[src/rtl/spi_lutdiv_pkg.sv]
package spi_lutdiv_pkg;
  // Series value for an index: odd -> 3*2^((i-1)/2), even -> 2^(i/2+1); index 0 reserved.
  function automatic int unsigned lut_div(input int unsigned idx);
    if (idx == 0) return 0;
    if (idx[0]) return 3 << ((idx - 1) / 2);
    return 1 << (idx / 2 + 1);
  endfunction
endpackage

[src/rtl/spi_lutdiv_rate.sv]
module spi_lutdiv_rate
  import spi_lutdiv_pkg::*;
#(
  parameter int IDX_W   = 5,
  parameter int MAX_IDX = 18,
  parameter int DIV_W   = 11,
  parameter int CNT_W   = 10
) (
  input  logic             clk,
  input  logic             rst_n,
  input  logic             go,
  input  logic             reload,
  input  logic             div3_ok,
  input  logic [IDX_W-1:0] rate_idx,
  output logic [CNT_W-1:0] lo_len,
  output logic [CNT_W-1:0] hi_len
);
  localparam logic [IDX_W-1:0] MIN_IDX = IDX_W'(2);
  localparam logic [IDX_W-1:0] TOP_IDX = IDX_W'(MAX_IDX);

  logic [IDX_W-1:0] eff_idx, cur_idx;
  logic [DIV_W-1:0] div;

  always_comb begin
    if (rate_idx > TOP_IDX)                      eff_idx = TOP_IDX;
    else if (rate_idx == IDX_W'(1) && div3_ok)   eff_idx = rate_idx;
    else if (rate_idx < MIN_IDX)                 eff_idx = MIN_IDX;
    else                                         eff_idx = rate_idx;
  end

  always_ff @(posedge clk) begin
    if (!rst_n)               cur_idx <= MIN_IDX;
    else if (!go || reload)   cur_idx <= eff_idx;
  end

  always_comb begin
    div    = DIV_W'(lut_div(32'(cur_idx)));
    lo_len = CNT_W'(div >> 1);
    hi_len = CNT_W'(div - (div >> 1));
  end
endmodule

[src/rtl/spi_lutdiv_phase.sv]
module spi_lutdiv_phase #(
  parameter int CNT_W = 10
) (
  input  logic             clk,
  input  logic             rst_n,
  input  logic             go,
  input  logic             cpol,
  input  logic [CNT_W-1:0] lo_len,
  input  logic [CNT_W-1:0] hi_len,
  output logic             sclk,
  output logic             lead_stb,
  output logic             trail_stb,
  output logic             wrap
);
  logic [CNT_W-1:0] cnt;
  logic             act;
  logic             seg_end;

  assign seg_end = act ? (cnt == hi_len - 1'b1) : (cnt == lo_len - 1'b1);
  assign wrap    = go & act & seg_end;
  assign sclk    = cpol ^ act;

  always_ff @(posedge clk) begin
    if (!rst_n || !go) begin
      cnt       <= '0;
      act       <= 1'b0;
      lead_stb  <= 1'b0;
      trail_stb <= 1'b0;
    end else begin
      lead_stb  <= !act && seg_end;
      trail_stb <= act && seg_end;
      if (seg_end) begin
        cnt <= '0;
        act <= !act;
      end else begin
        cnt <= cnt + 1'b1;
      end
    end
  end
endmodule

[src/rtl/spi_lutdiv_clkgen.sv]
module spi_lutdiv_clkgen
  import spi_lutdiv_pkg::*;
#(
  parameter int IDX_W   = 5,
  parameter int MAX_IDX = 18
) (
  input  logic             clk,
  input  logic             rst_n,
  input  logic             en,
  input  logic             xfer,
  input  logic             cpol,
  input  logic             div3_ok,
  input  logic [IDX_W-1:0] rate_idx,
  input  logic             word_end,
  output logic             sclk,
  output logic             lead_stb,
  output logic             trail_stb
);
  localparam int DIV_W = $clog2(lut_div(MAX_IDX)) + 1;
  localparam int CNT_W = DIV_W - 1;

  logic             go, wrap;
  logic [CNT_W-1:0] lo_len, hi_len;

  assign go = en & xfer;

  spi_lutdiv_rate #(
    .IDX_W(IDX_W), .MAX_IDX(MAX_IDX), .DIV_W(DIV_W), .CNT_W(CNT_W)
  ) u_rate (
    .clk(clk), .rst_n(rst_n), .go(go), .reload(wrap & word_end),
    .div3_ok(div3_ok), .rate_idx(rate_idx), .lo_len(lo_len), .hi_len(hi_len)
  );

  spi_lutdiv_phase #(.CNT_W(CNT_W)) u_phase (
    .clk(clk), .rst_n(rst_n), .go(go), .cpol(cpol),
    .lo_len(lo_len), .hi_len(hi_len), .sclk(sclk),
    .lead_stb(lead_stb), .trail_stb(trail_stb), .wrap(wrap)
  );
endmodule

[config.mk]
export PLATFORM = sky130hd
export DESIGN_NAME = spi_lutdiv_clkgen
export DESIGN_NICKNAME = d
export VERILOG_FILES = /design/src/rtl/spi_lutdiv_pkg.sv /design/src/rtl/spi_lutdiv_rate.sv /design/src/rtl/spi_lutdiv_phase.sv /design/src/rtl/spi_lutdiv_clkgen.sv
export SDC_FILE = /design/constraint.sdc
export NUM_CORES = 1
export LEC_CHECK = 0
export ABC_AREA = 0
export BUFFER_PORTS_ARGS = -buffer_cell sky130_fd_sc_hd__buf_2
export CORE_UTILIZATION = 50
export CTS_BUF_LIST = sky130_fd_sc_hd__clkbuf_16
export CTS_CLUSTER_SIZE = 25
export DETAILED_ROUTE_END_ITERATION = 12
export HOLD_SLACK_MARGIN = 0.12
export PLACE_DENSITY = 0.68
export SLEW_MARGIN = 15
export SYNTH_ARGS = -nofsm -noshare
export SYNTH_HDL_FRONTEND = slang
export SYNTH_SLANG_ARGS = --single-unit
export TNS_END_PERCENT = 100
[constraint.sdc]
create_clock -name clk -period 12.1 [get_ports clk]
set_clock_uncertainty 0.15 [all_clocks]
set_input_delay 2.42 -clock clk [delete_from_list [all_inputs] [get_ports clk]]
set_output_delay 2.42 -clock clk [all_outputs]
set_load 0.02 [all_outputs]
Word-level counts from Yosys, hierarchy flattened
Cells that the tools add are included.
{"block": "totals", "input_bits": 12, "register_bits": 18, "word_cells": 43, "out_inout_bits": 3}
{"block": "op_classes", "reduce_logical": 10, "shifts": 2, "bitwise": 5, "n_addsub": 6, "eq_ne": 3, "muxes": 10, "n_lt_le_gt_ge": 2}
{"cell": "11-bit 2-to-1 mux", "n": 3}
{"cell": "1-bit by 32-bit left shift with 11-bit output, first input constant", "n": 1}
{"cell": "2-bit by 31-bit left shift with 11-bit output, first input constant", "n": 1}
{"cell": "10-bit equality test", "n": 2}
{"cell": "10-bit by 1-bit subtractor with 10-bit output, second input constant", "n": 2}
{"cell": "5-bit 2-to-1 mux", "n": 3}
{"cell": "10-bit by 1-bit adder with 10-bit output, second input constant", "n": 1}
{"cell": "10-bit subtractor", "n": 1}
{"cell": "5-bit by 1-bit subtractor with 6-bit output, second input constant", "n": 1}
{"cell": "4-bit by 1-bit adder with 5-bit output, second input constant", "n": 1}
{"cell": "5-bit by 1-bit equality test with 1-bit output, second input constant", "n": 1}
{"cell": "5-bit greater-than comparator, second input constant", "n": 1}
{"cell": "5-bit logical NOT", "n": 1}
{"cell": "5-bit by 2-bit < comparator with 1-bit output, second input constant", "n": 1}
{"cell": "1-bit AND", "n": 4}
{"cell": "1-bit 2-to-1 mux", "n": 4}
{"cell": "1-bit logical AND", "n": 3}
{"cell": "1-bit logical NOT", "n": 3}
{"cell": "1-bit logical OR", "n": 2}
{"cell": "2-bit OR reduction", "n": 1}
{"cell": "1-bit XOR", "n": 1}

Depth between registers and ports, before layout
Gate-level depths: netlist (run 1).
{"block": "logic_depth", "depth_word": 12, "depth_mapped": 20, "depth_no_buf": 16}

Cells and area by module
From an unflattened synthesis (run 1), not the netlist that was laid out.
{"block": "hier_totals", "cells_unflattened": 279, "area_unflattened_um2": 2329.7}
{"mod": "spi_lutdiv_rate", "seq_area_each_um2": 100.1, "area_per_inst_um2": 1172.4, "n_inst": 1, "cells_per_inst": 163}
{"mod": "spi_lutdiv_phase", "seq_area_each_um2": 260.2, "area_per_inst_um2": 1144.8, "n_inst": 1, "cells_per_inst": 114}
{"mod": "spi_lutdiv_clkgen", "seq_area_each_um2": 0.0, "area_per_inst_um2": 12.5, "n_inst": 1, "cells_per_inst": 2}

Least setup slack after synthesis (run 1)
No wires, ideal clock.
{"block": "synth_timing", "path_kind": "input-to-output", "from": "in cpol", "to": "out sclk", "t_arrival_ns": 2.769, "t_required_ns": 9.530, "stages": 1, "setup_slack_ns": 6.761, "path_buffers": 0, "path_cell_list": "xor2_1"}
{"block": "synth_via", "elab_chain_cells": 1}
{"item": "from (decl)", "line_no": "spi_lutdiv_clkgen.sv:11", "rtl": "input logic cpol,"}
{"item": "1-bit XOR", "line_no": "spi_lutdiv_phase.sv:21", "rtl": "assign sclk = cpol ^ act;"}
{"item": "to (decl)", "line_no": "spi_lutdiv_clkgen.sv:15", "rtl": "output logic sclk,"}
Every way passes these cells.

Worst setup path in the final report (run 1)
{"block": "layout_timing", "from": "reg u_rate.cur_idx[0]", "to": "reg u_phase.cnt[4]"}
{"block": "layout_via", "elab_chain_cells": 10, "elab_cells_between_ends": 16, "cone_classes": "add/sub (4); eq/ne (2); shift (1); mux (7); reduce/logical (2)"}
{"item": "from (decl)", "line_no": "spi_lutdiv_rate.sv:21", "rtl": "logic [IDX_W-1:0] eff_idx, cur_idx;"}
{"item": "from (signal assigned)", "line_no": "spi_lutdiv_rate.sv:33", "rtl": "else if (!go || reload) cur_idx <= eff_idx;"}
{"item": "5-bit by 1-bit subtractor with 6-bit output", "line_no": "spi_lutdiv_pkg.sv:5", "rtl": "if (idx[0]) return 3 << ((idx - 1) / 2);"}
{"item": "2-bit by 31-bit left shift with 11-bit output", "line_no": "spi_lutdiv_pkg.sv:5"}
{"item": "11-bit 2-to-1 mux", "line_no": "spi_lutdiv_pkg.sv:5"}
{"item": "11-bit 2-to-1 mux", "line_no": "spi_lutdiv_pkg.sv:6", "rtl": "return 1 << (idx / 2 + 1);"}
{"item": "11-bit 2-to-1 mux (*)", "line_no": "spi_lutdiv_pkg.sv:5"}
{"item": "10-bit subtractor", "line_no": "spi_lutdiv_rate.sv:39", "rtl": "hi_len = CNT_W'(div - (div >> 1));"}
{"item": "10-bit by 1-bit subtractor with 10-bit output", "line_no": "spi_lutdiv_phase.sv:19", "rtl": "assign seg_end = act ? (cnt == hi_len - 1'b1) : (cnt == lo_len - 1'b1);"}
{"item": "10-bit equality test", "line_no": "spi_lutdiv_phase.sv:19"}
{"item": "1-bit 2-to-1 mux (*)", "line_no": "spi_lutdiv_phase.sv:19"}
{"item": "2-bit OR reduction (no line) (*)"}
{"item": "to (signal assigned)", "line_no": "spi_lutdiv_phase.sv:36", "rtl": "cnt <= cnt + 1'b1;"}
{"item": "to (decl)", "line_no": "spi_lutdiv_phase.sv:15", "rtl": "logic [CNT_W-1:0] cnt;"}
Every way passes the cells marked *; elsewhere a longest branch is shown, timed or not. The select of a mux whose other input is x is not followed.
A chain may end at the register's enable or synchronous reset.

==> results of run 1 <==
==> synthesized netlist by cell type (3+ instances only) <==
master,count
and3_1,5
clkbuf_1,10
nor2b_1,8
nand2b_1,7
ha_1,21
xnor2_1,22
nor2_2,10
o31ai_1,6
nand4_1,3
a21oi_1,6
o21ai_0,6
nand3_1,12
nor2_1,14
nand2_1,22
nor3_1,5
inv_1,15
a31oi_1,3
dfxtp_1,18
xor2_1,13
nor4_1,3
and2_1,5
mux2i_1,11
nand3b_1,6
==> final cells by class <==
type,instances,area share (%)
Inverter,16,2.416
Clock buffer,3,3.020
Clock inverter,1,0.1510
Timing Repair Buffer,14,2.818
Tap cell,52,2.617
Multi-Input combinational cell,241,74.48
Sequential cell,18,14.49
==> cell families (layout without fill, tap and decap cells) <==
kind of cell               count (synthesis)  after routing  share of synthesized area [%]
buffers and inverters                     31             34                          5.706
DFF                                       18             18                          15.36
adders and majority gates                 22             22                          12.05
and+or+nand+nor                          116            116                          28.43
xor gates and xnor gates                  36             36                          14.08
muxes                                     12             12                          5.333
AOI/OAI and AO/OA                         55             55                          19.04
==> worst max path at each step <==
stage	from	to	slack [ns]	cells after the start
finish	u_rate.cur_idx[0]	u_phase.cnt[4]	6.63	14
global route	u_rate.cur_idx[0]	u_phase.cnt[4]	6.28	14
CTS	u_rate.cur_idx[0]	u_phase.cnt[3]	6.63	14
detailed placement	u_rate.cur_idx[0]	u_phase.cnt[4]	6.62	14
global placement	cpol	sclk	6.69	3
floorplan	cpol	sclk	6.76	1
==> state kept, by name, summed over array words and instances, names as in the netlist <==
name	cells
u_phase.trail_stb	1
u_rate.cur_idx	5
u_phase.lead_stb	1
u_phase.cnt	10
u_phase.act	1
==> power by group through the flow <==
| stage | clock, mW | combinational (mW) | sequential, mW |
|---|---|---|---|
| detailed placement | 0 | 0.0936 | 0.0655 |
| global route | 0.0686 | 0.105 | 0.0646 |
| global placement | 0 | 0.0934 | 0.0654 |
| finish | 0.0646 | 0.0951 | 0.0643 |
| floorplan | 0 | 0.0800 | 0.0627 |
| CTS | 0.0659 | 0.0948 | 0.0642 |
==> per-layer routing <==
| layer | vias to the layer above | global-route usage [%] |
|---|---|---|
| met5 | - | 0 |
| met4 | 0 | 4.989 |
| met3 | 5 | 1.010 |
| met2 | 43 | 37.97 |
| met1 | 989 | 28.45 |
| li1 | 1045 | - |
==> critical path: stages (launching register included) <==
cell and delay, ns:
dfxtp_1 0.74, inv_1 0.23, ha_1 0.45, xor3_1 0.46, o21ai_0 0.21, nand3_1 0.25, fa_1 0.48, nor2b_1 0.17
o31ai_1 0.33, xnor2_1 0.12, a221o_1 0.35, or3_4 0.35, nor4_4 0.39, a41o_1 0.57, nor2_2 0.07
==> layout by cell type (no fill, tap or decap), drive strengths merged, types with 11 or more instances in the layout <==
cell,n
ha,21
nand2,23
dfxtp,18
nand3,12
buf,14
inv,15
mux2i,11
nor2,24
xnor2,22
xor2,13
==> flow_metrics.tcl, run 1 <==
set metrics [dict create \
    status "completed" \
    fmax_mhz 182.9 \
    initial_core_util_pct 52.79 \
    path_class "flop to flop" \
    syn_area_um2 2346 \
    ys_ff_latch 18 \
    antenna_found_initial 0 \
    min_to "u_phase.cnt[0]" \
    vdd_drop_max_mv 0.08254 \
    worstSetupStartpointType "flop" \
    m1WireLength_um 2488 \
    whs_ns 0.3845 \
    yosysWarnings 0 \
    cts.sinks 18 \
    wl_per_cell_um 14.73 \
    htreeDepth 1 \
    p_int_uw 147.0 \
    cp.required_ns 12.07 \
    max-clock-path-buffers 2 \
    p_leak_nw 0.9967 \
    clk_pin_slew_ns 0.05 \
    report.final.setup_viol 0 \
    drcViolationCount 0 \
    post_cts_buffers 0 \
    period_needed_ns 5.468 \
    vias_per_cell 6.035 \
    relSlewSlack_pct 49.43 \
    seqPwrFrac_pct 28.7 \
    detail-route-antenna-nets 0 \
    layout-drive-gt1-share_pct 11.95 \
    switching_share_pct 34.42 \
    fin_crit_sh_pct 45.19 \
    finalPower_uw 224.1 \
    wl_met3_um 140 \
    switching_power_uw 77.14 \
    arrival_ns 5.44 \
    drtIter0Drc 107 \
    firstDrtPassIters 5 \
    hold_viol 0 \
    post_synth_inst_count 290 \
    fin_util_pct 55.94 \
    pre_cts_ws_ns 6.619 \
    maxCapViolations 0 \
    die_w_um 70.50 \
    synth_area_leaders "dfxtp_1 15%, ha_1 11%, xnor2_1 8.2%" \
    grt_overflow_total 0 \
    p_comb_share_pct 42.4 \
    die_area_um2 4970 \
    synth_top_area_cell "dfxtp_1" \
    cp_max_fo 21 \
    pin_count 15 \
    n_antenna_cell 0 \
    root_buffer "clkbuf_16" \
    power.share.clock_pct 28.8 \
    reg2reg_from "u_rate.cur_idx[0]" \
    async_flop_share_pct 0 \
    final_nets 328 \
    yosysSeqAreaShare_pct 15.36 \
    synth_top_area_share_pct 15.36 \
    rsz0062_at_grt "no" \
    yosysUniqueCellTypes 70 \
    grt_pass1_wl_um 8597 \
    port_buffers 14 \
    finalSetupTns_ns 0 \
    dp.cells 341 \
    die_y_um 70.50 \
    reg2reg_setup_slack_ns 6.63 \
    dpl_cell_area_um2 2407 \
    hold_buffers 0 \
    grt_pass1_vias 1907 \
    synth.net_count 324 \
    fin_cells 345 \
    area_growth_pct 5.973 \
    cts_tree "built" \
    clkLatencyLatePin_ns 0.24 \
    multi_input_area_um2 1852 \
    met2_wirelength_um 2417 \
    seqCellArea_um2 360.3 \
    core_um2 4444 \
    power_density_nw_per_um2 90.14 \
    setup_slack_ns 6.632 \
    finalMaxSlewViolations 0 \
    row_count 24 \
    numCtsBuffers 3 \
    fin_area_um2 2486 \
    ys.flop_type "dfxtp_1" \
    reg2reg_depth 14 \
    hp-class "flop to flop" \
    dp_hpwl_um 4044 \
    cts-resized-gates 0 \
    grt_usage_pct 21.37 \
    top_layer "met4" \
    cp-end-kind "flop" \
    grt_max_degree 22 \
    vias 2082 \
    worstReg2RegEnd "u_phase.cnt[4]" \
    drt_wl_total_um 5083 \
    fill_cells 414 \
    min_from "u_phase.cnt[0]" \
    synth_enable_flop_cells 0 \
    synth.avg_cell_area_um2 8.090 \
    whs_path_depth 1 \
    worst_pin_slew_ns 0.7574 \
    place.gp.congestion 0.8407 \
]
Power figures use the tool's default switching activity.
==> run 2, diff against run 1 <==
- PLACE_DENSITY: 0.68 -> 0.7
- clock period: 12.1 -> 4.8 ns (I/O delays scaled with it)
==> flow_metrics.tcl, run 2 (synthesized netlist as in run 1, its figures left out) <==
set metrics [dict create \
    row_count 24 \
    fin_crit_sh_pct 94.36 \
    cp-end-kind "flop" \
    final_nets 333 \
    reg2reg_depth 15 \
    drtIter0Drc 134 \
    port_buffers 14 \
    cp.required_ns 4.78 \
    n_antenna_cell 0 \
    grt_usage_pct 23.23 \
    fin_area_um2 2544 \
    numCtsBuffers 3 \
    top_regs "u_phase.cnt (10), u_rate.cur_idx (5)" \
    rsz0062_at_grt "no" \
    hp-class "flop to flop" \
    maxCapViolations 0 \
    die_w_um 70.50 \
    drt_wl_total_um 5318 \
    grt_max_degree 22 \
    layout_commonest_cell "nand2_1" \
    p_leak_nw 1.029 \
    vias 2048 \
    clkLatencyLatePin_ns 0.25 \
    arrival_ns 4.51 \
    area_growth_pct 8.427 \
    whs_path_depth 1 \
    grt_overflow_total 0 \
    pre_cts_ws_ns 0.2071 \
    cp_max_fo 8 \
    layout-drive-gt1-share_pct 14.77 \
    relSlewSlack_pct 48.74 \
    place.gp.congestion 0.8800 \
    power_density_nw_per_um2 227.7 \
    die_area_um2 4970 \
    grt_pass1_vias 1949 \
    drcViolationCount 0 \
    root_buffer "clkbuf_16" \
    period_needed_ns 4.529 \
    vias_per_cell 5.851 \
    cts_tree "built" \
    fmax_mhz 220.8 \
    max-clock-path-buffers 2 \
    largest_register "u_phase.cnt" \
    detail-route-antenna-nets 0 \
    htreeDepth 1 \
    grt_pass1_wl_um 9308 \
    report.final.setup_viol 0 \
    hold_viol 0 \
    antenna_found_initial 0 \
    finalSetupTns_ns 0 \
    setup_slack_ns 0.2709 \
    firstDrtPassIters 4 \
    die_y_um 70.50 \
    clk_pin_slew_ns 0.05 \
    vdd_drop_max_mv 0.1649 \
    initial_core_util_pct 52.79 \
    core_um2 4444 \
    worstSetupStartpointType "flop" \
    status "completed" \
    dpl_cell_area_um2 2445 \
    finalMaxSlewViolations 0 \
    fin_cells 350 \
    cts.sinks 18 \
    dp_hpwl_um 4035 \
    wl_per_cell_um 15.19 \
    largest_reg_flops 10 \
    pin_count 15 \
    path_class "flop to flop" \
    worst_pin_slew_ns 0.7688 \
    fill_cells 404 \
    dp.cells 346 \
    final_cell_mix "22 x nand2_1, 21 x xnor2_1, 20 x ha_1" \
]
run 2: final cells by class:
class                   count  area [µm²]  share of cell area (%)
clock inverters             1       3.754                  0.1476
flip-flops and latches     18       360.3                   14.17
multi-input cells         241        1872                   73.59
repair buffers             19       107.6                   4.230
inverters                  16       60.06                   2.361
clock buffers               3       75.07                   2.951
well taps                  52       65.06                   2.558
run 2: where the power goes:
part	leakage [nW]	internal (mW)	switching (mW)
registers	0.146	0.152	0.00646
clock network	0.0385	0.111	0.0589
logic	0.844	0.112	0.138
run 2: per-stage QoR:
stage | utilization [%] | power [mW] | hold slack (ns)
after global placement | 55.01 | 0.4018 | 0.3530
after global routing | 57.24 | 0.6204 | 0.3879
after detailed placement | 55.01 | 0.4032 | 0.3522
after floorplan | - | 0.3597 | 0.3115
after CTS | 56.78 | 0.5779 | 0.3640
final | 57.24 | 0.5791 | 0.3606
run 2: final timing paths:
path | from | end | slack, ns
min reg2reg | u_phase.cnt[0] | u_phase.cnt[0] | 0.36
min | u_phase.cnt[0] | u_phase.cnt[0] | 0.36
max | u_rate.cur_idx[1] | u_rate.cur_idx[2] | 0.27
max reg2reg | u_rate.cur_idx[1] | u_rate.cur_idx[2] | 0.27
run 2: critical path, stage by stage, from the launching register on:
cell and delay, ns:
dfxtp_1 0.45, inv_1 0.11, ha_1 0.43, xor3_1 0.29
o21ai_0 0.28, nand3_2 0.20, fa_1 0.46, nor2b_1 0.16
o31ai_1 0.32, xnor2_1 0.12, a221o_1 0.34, or3_4 0.34
nor4_4 0.27, buf_4 0.19, a31oi_4 0.13, mux2i_1 0.16
run 2: what timing repair did:
item                                    4_1_cts  5_1_grt
endpoints found under the setup margin        0       18
setup buffers                                 0        0
resized for setup                             0        4
hold buffers                                  0        0
run 2: per-layer routing:
metal	share of wire, %	track usage [%]	wire, µm
met3	1.9	2.165	99
met4	1.2	6.803	66
met1	52	33.10	2739
met2	45	37.22	2413
met5	0	0	0
